## src/rtl/gpio_port_pkg.sv

```systemverilog
package gpio_port_pkg;
  typedef struct packed {
    logic wrData;
    logic wrDir;
    logic selDir;
    logic inReset;
  } portStrobes_t;
endpackage

```

## src/rtl/gpio_port_ctrl.sv

```systemverilog
module gpio_port_ctrl
  import gpio_port_pkg::*;
(
  input  logic         clk,
  input  logic         rstN,
  input  logic         busAddr,
  input  logic         busWe,
  output portStrobes_t strobes
);
  localparam logic ADDR_DATA = 1'b0;
  localparam logic ADDR_DIR  = 1'b1;

  always_comb begin
    strobes.wrData  = busWe && (busAddr == ADDR_DATA) && rstN;
    strobes.wrDir   = busWe && (busAddr == ADDR_DIR) && rstN;
    strobes.selDir  = (busAddr == ADDR_DIR);
    strobes.inReset = !rstN;
  end


  strobe_excl_chk: assert property (@(posedge clk) disable iff (!rstN)
    $onehot0({strobes.wrData, strobes.wrDir}));
endmodule

```

## src/rtl/gpio_port_dp.sv

```systemverilog
module gpio_port_dp
  import gpio_port_pkg::*;
#(
  parameter int WIDTH       = 8,
  parameter int SYNC_STAGES = 2,
  parameter int FAST_POS    = 7,
  parameter int BUS_POS     = 4,
  parameter int SEL_POS     = 7,
  parameter int IRQ_POS     = 1,
  parameter int NMI_POS     = 0
) (
  input  logic             clk,
  input  logic             rstN,
  input  portStrobes_t     strobes,
  input  logic [WIDTH-1:0] busWdata,
  output logic [WIDTH-1:0] busRdata,
  input  logic [WIDTH-1:0] padIn,
  output logic [WIDTH-1:0] padOut,
  output logic [WIDTH-1:0] padOe,
  input  logic             fastClkEn,
  input  logic             fastClkIn,
  input  logic             busClkEn,
  input  logic             busClkIn,
  output logic             clkSelOut,
  output logic             irqReqOut,
  output logic             nmiReqOut
);
  localparam logic [WIDTH-1:0] IMPL_MASK =
    ~((WIDTH'(1) << IRQ_POS) | (WIDTH'(1) << NMI_POS));

  logic [WIDTH-1:0] dataQ, dirQ;
  logic [WIDTH-1:0] syncQ [SYNC_STAGES];
  logic [WIDTH-1:0] pinSync;
  logic [WIDTH-1:0] altOwn, altVal;
  logic             clkSelQ;

  // Input synchroniser, free running so it also samples during reset
  always_ff @(posedge clk) syncQ[0] <= padIn;
  for (genvar s = 1; s < SYNC_STAGES; s++) begin : g_sync
    always_ff @(posedge clk) syncQ[s] <= syncQ[s-1];
  end
  assign pinSync = syncQ[SYNC_STAGES-1];

  // Registers
  always_ff @(posedge clk) begin
    if (strobes.inReset) begin
      dataQ <= '0;
      dirQ  <= '0;
    end else begin
      if (strobes.wrData) dataQ <= busWdata & IMPL_MASK;
      if (strobes.wrDir)  dirQ  <= busWdata & IMPL_MASK;
    end
  end

  // Clock select: tracks pad during reset, frozen after release
  always_ff @(posedge clk) begin
    if (strobes.inReset) clkSelQ <= pinSync[SEL_POS];
  end
  assign clkSelOut = clkSelQ;

  // Read path
  always_comb begin
    if (strobes.selDir) busRdata = dirQ;
    else                busRdata = (dataQ & dirQ) | (pinSync & ~dirQ);
  end

  // Per-pin ownership and drive
  for (genvar b = 0; b < WIDTH; b++) begin : g_pin
    if (b == FAST_POS) begin : g_fast
      assign altOwn[b] = fastClkEn && !strobes.inReset;
      assign altVal[b] = fastClkIn;
    end else if (b == BUS_POS) begin : g_bus
      assign altOwn[b] = busClkEn;
      assign altVal[b] = busClkIn;
    end else begin : g_plain
      assign altOwn[b] = 1'b0;
      assign altVal[b] = 1'b0;
    end
    assign padOe[b]  = altOwn[b] | dirQ[b];
    assign padOut[b] = altOwn[b] ? altVal[b] : (dataQ[b] & dirQ[b]);
  end

  assign irqReqOut = pinSync[IRQ_POS];
  assign nmiReqOut = pinSync[NMI_POS];


  inonly_oe_chk: assert property (@(posedge clk) disable iff (!rstN)
    padOe[IRQ_POS] == 1'b0 && padOe[NMI_POS] == 1'b0);


  wr_data_chk: assert property (@(posedge clk) disable iff (!rstN)
    strobes.wrData |=> dataQ == ($past(busWdata) & IMPL_MASK));


  clksel_hold_chk: assert property (@(posedge clk) disable iff (!rstN)
    $past(rstN) |-> $stable(clkSelOut));


  reset_dir_chk: assert property (@(posedge clk)
    $past(strobes.inReset) && strobes.inReset |-> dirQ == '0);

  if (SYNC_STAGES == 2) begin : g_sync_chk

    sync_delay_chk: assert property (@(posedge clk) disable iff (!rstN)
      irqReqOut == $past(padIn[IRQ_POS], 2));
  end
endmodule

```

## src/rtl/gpio_altfn_port.sv

```systemverilog
module gpio_altfn_port
  import gpio_port_pkg::*;
#(
  parameter int WIDTH = 8
) (
  input  logic             clk,
  input  logic             rstN,
  input  logic             busAddr,
  input  logic             busWe,
  input  logic [WIDTH-1:0] busWdata,
  output logic [WIDTH-1:0] busRdata,
  input  logic [WIDTH-1:0] padIn,
  output logic [WIDTH-1:0] padOut,
  output logic [WIDTH-1:0] padOe,
  input  logic             fastClkEn,
  input  logic             fastClkIn,
  input  logic             busClkEn,
  input  logic             busClkIn,
  output logic             clkSelOut,
  output logic             irqReqOut,
  output logic             nmiReqOut
);
  portStrobes_t strobes;

  gpio_port_ctrl u_ctrl (
    .clk     (clk),
    .rstN    (rstN),
    .busAddr (busAddr),
    .busWe   (busWe),
    .strobes (strobes)
  );

  gpio_port_dp #(.WIDTH(WIDTH)) u_dp (
    .clk       (clk),
    .rstN      (rstN),
    .strobes   (strobes),
    .busWdata  (busWdata),
    .busRdata  (busRdata),
    .padIn     (padIn),
    .padOut    (padOut),
    .padOe     (padOe),
    .fastClkEn (fastClkEn),
    .fastClkIn (fastClkIn),
    .busClkEn  (busClkEn),
    .busClkIn  (busClkIn),
    .clkSelOut (clkSelOut),
    .irqReqOut (irqReqOut),
    .nmiReqOut (nmiReqOut)
  );
endmodule

```

## config.mk

```make
export PLATFORM = sky130hd
export DESIGN_NAME = gpio_altfn_port
export DESIGN_NICKNAME = d
export VERILOG_FILES = /design/src/rtl/gpio_port_pkg.sv /design/src/rtl/gpio_port_ctrl.sv /design/src/rtl/gpio_port_dp.sv /design/src/rtl/gpio_altfn_port.sv
export SDC_FILE = /design/constraint.sdc
export NUM_CORES = 1
export LEC_CHECK = 0
export BUFFER_PORTS_ARGS = -buffer_cell sky130_fd_sc_hd__buf_4
export CORE_MARGIN = 2
export CORE_UTILIZATION = 48
export CTS_CLUSTER_DIAMETER = 200
export DETAILED_ROUTE_END_ITERATION = 10
export PLACE_DENSITY = 0.85
export SYNTH_ARGS = -nofsm -noshare
export SYNTH_HDL_FRONTEND = slang
export SYNTH_SLANG_ARGS = --single-unit
```

## constraint.sdc

```tcl
create_clock -name clk -period 1.35 [get_ports clk]
set_clock_uncertainty 0.05 [all_clocks]
set_input_delay 0.135 -clock clk [delete_from_list [all_inputs] [get_ports clk]]
set_output_delay 0.135 -clock clk [all_outputs]
set_load 0.01 [all_outputs]
```

* Word-level counts from Yosys, hierarchy flattened
Memories as Yosys holds them, arrays and structs flattened. Cells that the tools add are included.
Storage, ports and cells: register bits 13, memory bits (writable) 16, bits of input ports 24, output and inout port bits 27, word-level logic and storage cells 25, memories kept 1
Memory list:
- u_dp.syncQ | words 2, width 8, rd ports 2, clocked after memory_dff 0, wr ports 2, line gpio_port_dp.sv:32 | logic [WIDTH-1:0] syncQ [SYNC_STAGES];
Cells by class: multiplexer cells 3, bitwise logic cells 13, reductions and logical operators 5
Operators by type and width (count):
- $and 8x8->8 | 2
- $mux 8 | 1
- $not 8->8 | 1
- $or 8x8->8 | 1
- $and 1x1->1 | 6
- $logic_and 1x1->1 | 5
- $mux 1 | 2
- $or 1x1->1 | 2
- $not 1->1 | 1

* Depth between registers and ports, before layout
word-level depth 4, mapped depth 3, gate-level depth less buffers 2

* By module
From an unflattened synthesis, not the netlist that was laid out.
Second synthesis, totals: cell total of the unflattened synthesis 103, area total of the unflattened synthesis 1074.8 µm²
By module, submodules not included:
- gpio_port_dp | times used 1, cells an instance 99, area each 1048.5 µm², seq. area each 590.6 µm²
- gpio_port_ctrl | times used 1, cells an instance 4, area each 26.3 µm², seq. area each 0.0 µm²

* Least setup slack after synthesis
Ideal clock, no wire load.
path kind input to output, start point input busAddr, end point output busRdata[4], arrival time 679 ps, data required time 1165 ps, slack 486 ps, cell stages on the path 3, path buffers 1, path through buf_2 > nand2b_1 > o21ai_0
Between the ends: word-level cells in the longest chain between the ends 1
Ends and longest elaborated chain:
- start, declared | line gpio_altfn_port.sv:8 | input logic busAddr,
- $mux 8 | line gpio_port_dp.sv:63 | if (strobes.selDir) busRdata = dirQ;
- end, declared | line gpio_altfn_port.sv:11 | output logic [WIDTH-1:0] busRdata,
Every way passes these cells.

* Worst setup path in the final report
start point register u_dp.dirQ[4], end point output padOe[4]
Between the ends: word-level cells in the longest chain between the ends 1
Ends and longest elaborated chain:
- start, declared | line gpio_port_dp.sv:31 | logic [WIDTH-1:0] dataQ, dirQ;
- start signal, assigned | line gpio_port_dp.sv:51 | if (strobes.wrDir) dirQ <= busWdata & IMPL_MASK;
- $or 1x1->1 | line gpio_port_dp.sv:79 | assign padOe[b] = altOwn[b] | dirQ[b];
- end, declared | line gpio_altfn_port.sv:14 | output logic [WIDTH-1:0] padOe,
Every way passes these cells.

==> reports/metrics.yaml <==
drt_pass1_iterations: 4
reg2reg_depth: 2
path_class: "register to output port"
cts_root_buf: "clkbuf_4"
worstHoldPathType: "input port to register"
r2r_end: "u_dp.dirQ[6]"
clkPwrFrac: 0.291
r2r_start: "u_dp.dirQ[6]"
grt_max_degree: 22
final_layout_size_suffix_gt1_frac: 0.333
ys_seq_area_frac: 0.551
rsz0062_at_grt: "no"
stdcell_count: 187
cp_slowest_cell: "dfxtp_1"
power_density_mw_per_mm2: 1090
coreArea_sq_mm: 0.00217
fp-row-count: 17
ctsLongestPathBuffers: 2
hold_viol_final: 0
die-area_sq_mm: 0.00263
final_util: 0.687
ys_seq_elements: 29
fin_crit_sh: 0.956
initial_utilization: 0.494
crit_arrival_ns: 1.11
place_congestion: 0.695
synth_cells: 108
tns_ns: 0
grt_pass1_wl_mm: 3.39
viasPerCell: 4.71
antenna_found_initial: 0
grtUsageTotal: 0.184
cts_made_buffers: 5
p_sw_uw: 395
grt-ovfl-total: 0
min_period_ns: 1.29
status: "finished, final reports clean"
syn_area_sq_mm: 0.00107
whs_ns: 0.0491
detailed_place_hpwl_mm: 1.48
slew_violations: 0
clock_latency_ns: 0.31
max-vdd-ir-drop_uv: 957
final_nets: 182
postRouteWirelength_mm: 2.12
post-cts-setup-buffer-count: 0
grt_pass1_vias: 822
drt_iter0_drc: 10
synth_cell_types: 16
fmax_mhz: 775
start_kind: "register"
setup_violations: 0
switching_share: 0.243
cp_slowest_stage_delay_ns: 0.35
ff_latch_area_sq_um: 591
drc: 0
num-fill-cells: 168
cts.clk_slew.worst_paths_ns: 0.09
tritoncts: "done"
seqPwrFrac: 0.569
num_antenna_cells: 0
die_h_microns: 51.3
p_total_uw: 1630
yosysWarnings: 0
layout_common_cells: "buf_4, dfxtp_1, nand2_1, mux2i_1, o21ai_0"
wl_per_cell_microns: 11.3
ios: 51
syn_to_final_growth_pct: 39.1
multi_input_area_sq_um: 400
endpoint: "padOe[4]"
p_comb_frac: 0.140
clock_sinks: 29
ant_nets: 0
cp_cell_sequence: "or2_2 > buf_4"
crit_path_max_fanout: 5
avgSynthCellArea_sq_um: 9.93
critPathCaptureType: "output port"
power.static_leakage_uw: 0.000702
p_int_uw: 1230
h-tree-depth: 2
vias: 881
dp_cells: 171
die_x_microns: 51.3
cp.required_ns: 1.16
final_common_cell: "buf_4"
reg2reg_slack_ns: 0.62
crit_start: "u_dp.dirQ[4]"
numPortBuffers: 44
cap_violations: 0
==> cell type report <==
| cell class | instances | area share |
|---|---|---|
| Clock buffer | 6 | 0.0277 |
| Clock inverter | 2 | 0.00671 |
| Inverter | 1 | 0.00252 |
| Multi-Input combinational cell | 69 | 0.268 |
| Sequential cell | 29 | 0.396 |
| Tap cell | 28 | 0.0235 |
| Timing Repair Buffer | 52 | 0.275 |
==> kinds of logic (layout without fill, tap and decap cells) <==
family	Yosys count	in the layout	synth area share
and+or+nand+nor	39	39	0.179
DFF	29	29	0.551
AOI/OAI and AO/OA	14	14	0.0688
buffers and inverters	13	61	0.0863
muxes	12	12	0.112
other	1	4	0.00350
==> synth_stat cells <==
cell type,count,area [sq um]
dfxtp_1,28,561
nand2_1,21,78.8
o21ai_0,13,65.1
mux2i_1,12,120
buf_4,9,67.6
nand2b_1,8,50.1
and2_1,5,31.3
nor2b_1,3,18.8
buf_2,2,10.0
a31o_2,1,8.76
and3_1,1,6.26
buf_6,1,11.3
conb_1,1,3.75
edfxtp_1,1,30.0
inv_1,1,3.75
or2_2,1,6.26
==> flip-flops by register name, indices dropped and copies added (netlist names) <==
| name | count |
|---|---|
| u_dp.syncQ | 16 |
| u_dp.dataQ | 6 |
| u_dp.dirQ | 6 |
| u_dp.clkSelOut | 1 |
==> repair_timing <==
action	CTS	global route
setup endpoints to repair	0	2
gates resized for setup	0	2
hold buffers	8	0
hold endpoints to repair	8	0
==> metrics by stage <==
step	area (sq um)	setup slack, ns
finish	1490	0.0594
global placement	1360	0.323
floorplan	1080	0.486
global route	1490	0.00852
detailed placement	1360	0.292
CTS	1490	0.0215
==> per-layer routing <==
| metal | vias up | share of wire | track usage |
|---|---|---|---|
| met4 | 0 | 0.0061 | 0.0789 |
| met3 | 2 | 0.068 | 0.0789 |
| met1 | 410 | 0.38 | 0.176 |
| li1 | 436 | - | - |
| met2 | 33 | 0.54 | 0.340 |
| met5 | - | 0 | 0 |
==> power groups by stage <==
stage | Combinational, uW | Sequential (uW) | Clock [uW]
finish | 229 | 928 | 474
detailed placement | 210 | 948 | 0
floorplan | 115 | 944 | 0
global placement | 204 | 945 | 0
global route | 248 | 935 | 535
CTS | 230 | 928 | 493
==> worst max-delay path: cells and delay by family (launching register included) <==
kind | cells | cell delay (ns)
buf+inv | 1 | 0.14
flops | 1 | 0.35
simple gates | 1 | 0.30
==> how the worst min path moves through the flow <==
stage	slack, ns	endpoint	start	depth (start not counted)
2_1_floorplan	0.11	u_dp.syncQ[0][0]	padIn[0]	0
3_3_place_gp	0.19	u_dp.syncQ[0][7]	padIn[7]	1
3_5_place_dp	0.19	u_dp.syncQ[0][6]	padIn[6]	1
4_1_cts	0.04	u_dp.dirQ[3]	busWdata[3]	3
5_1_grt	0.05	u_dp.dirQ[2]	busWdata[2]	3
6_report	0.05	u_dp.dirQ[2]	busWdata[2]	3
Note: power is estimated with default switching activity, not from simulation.
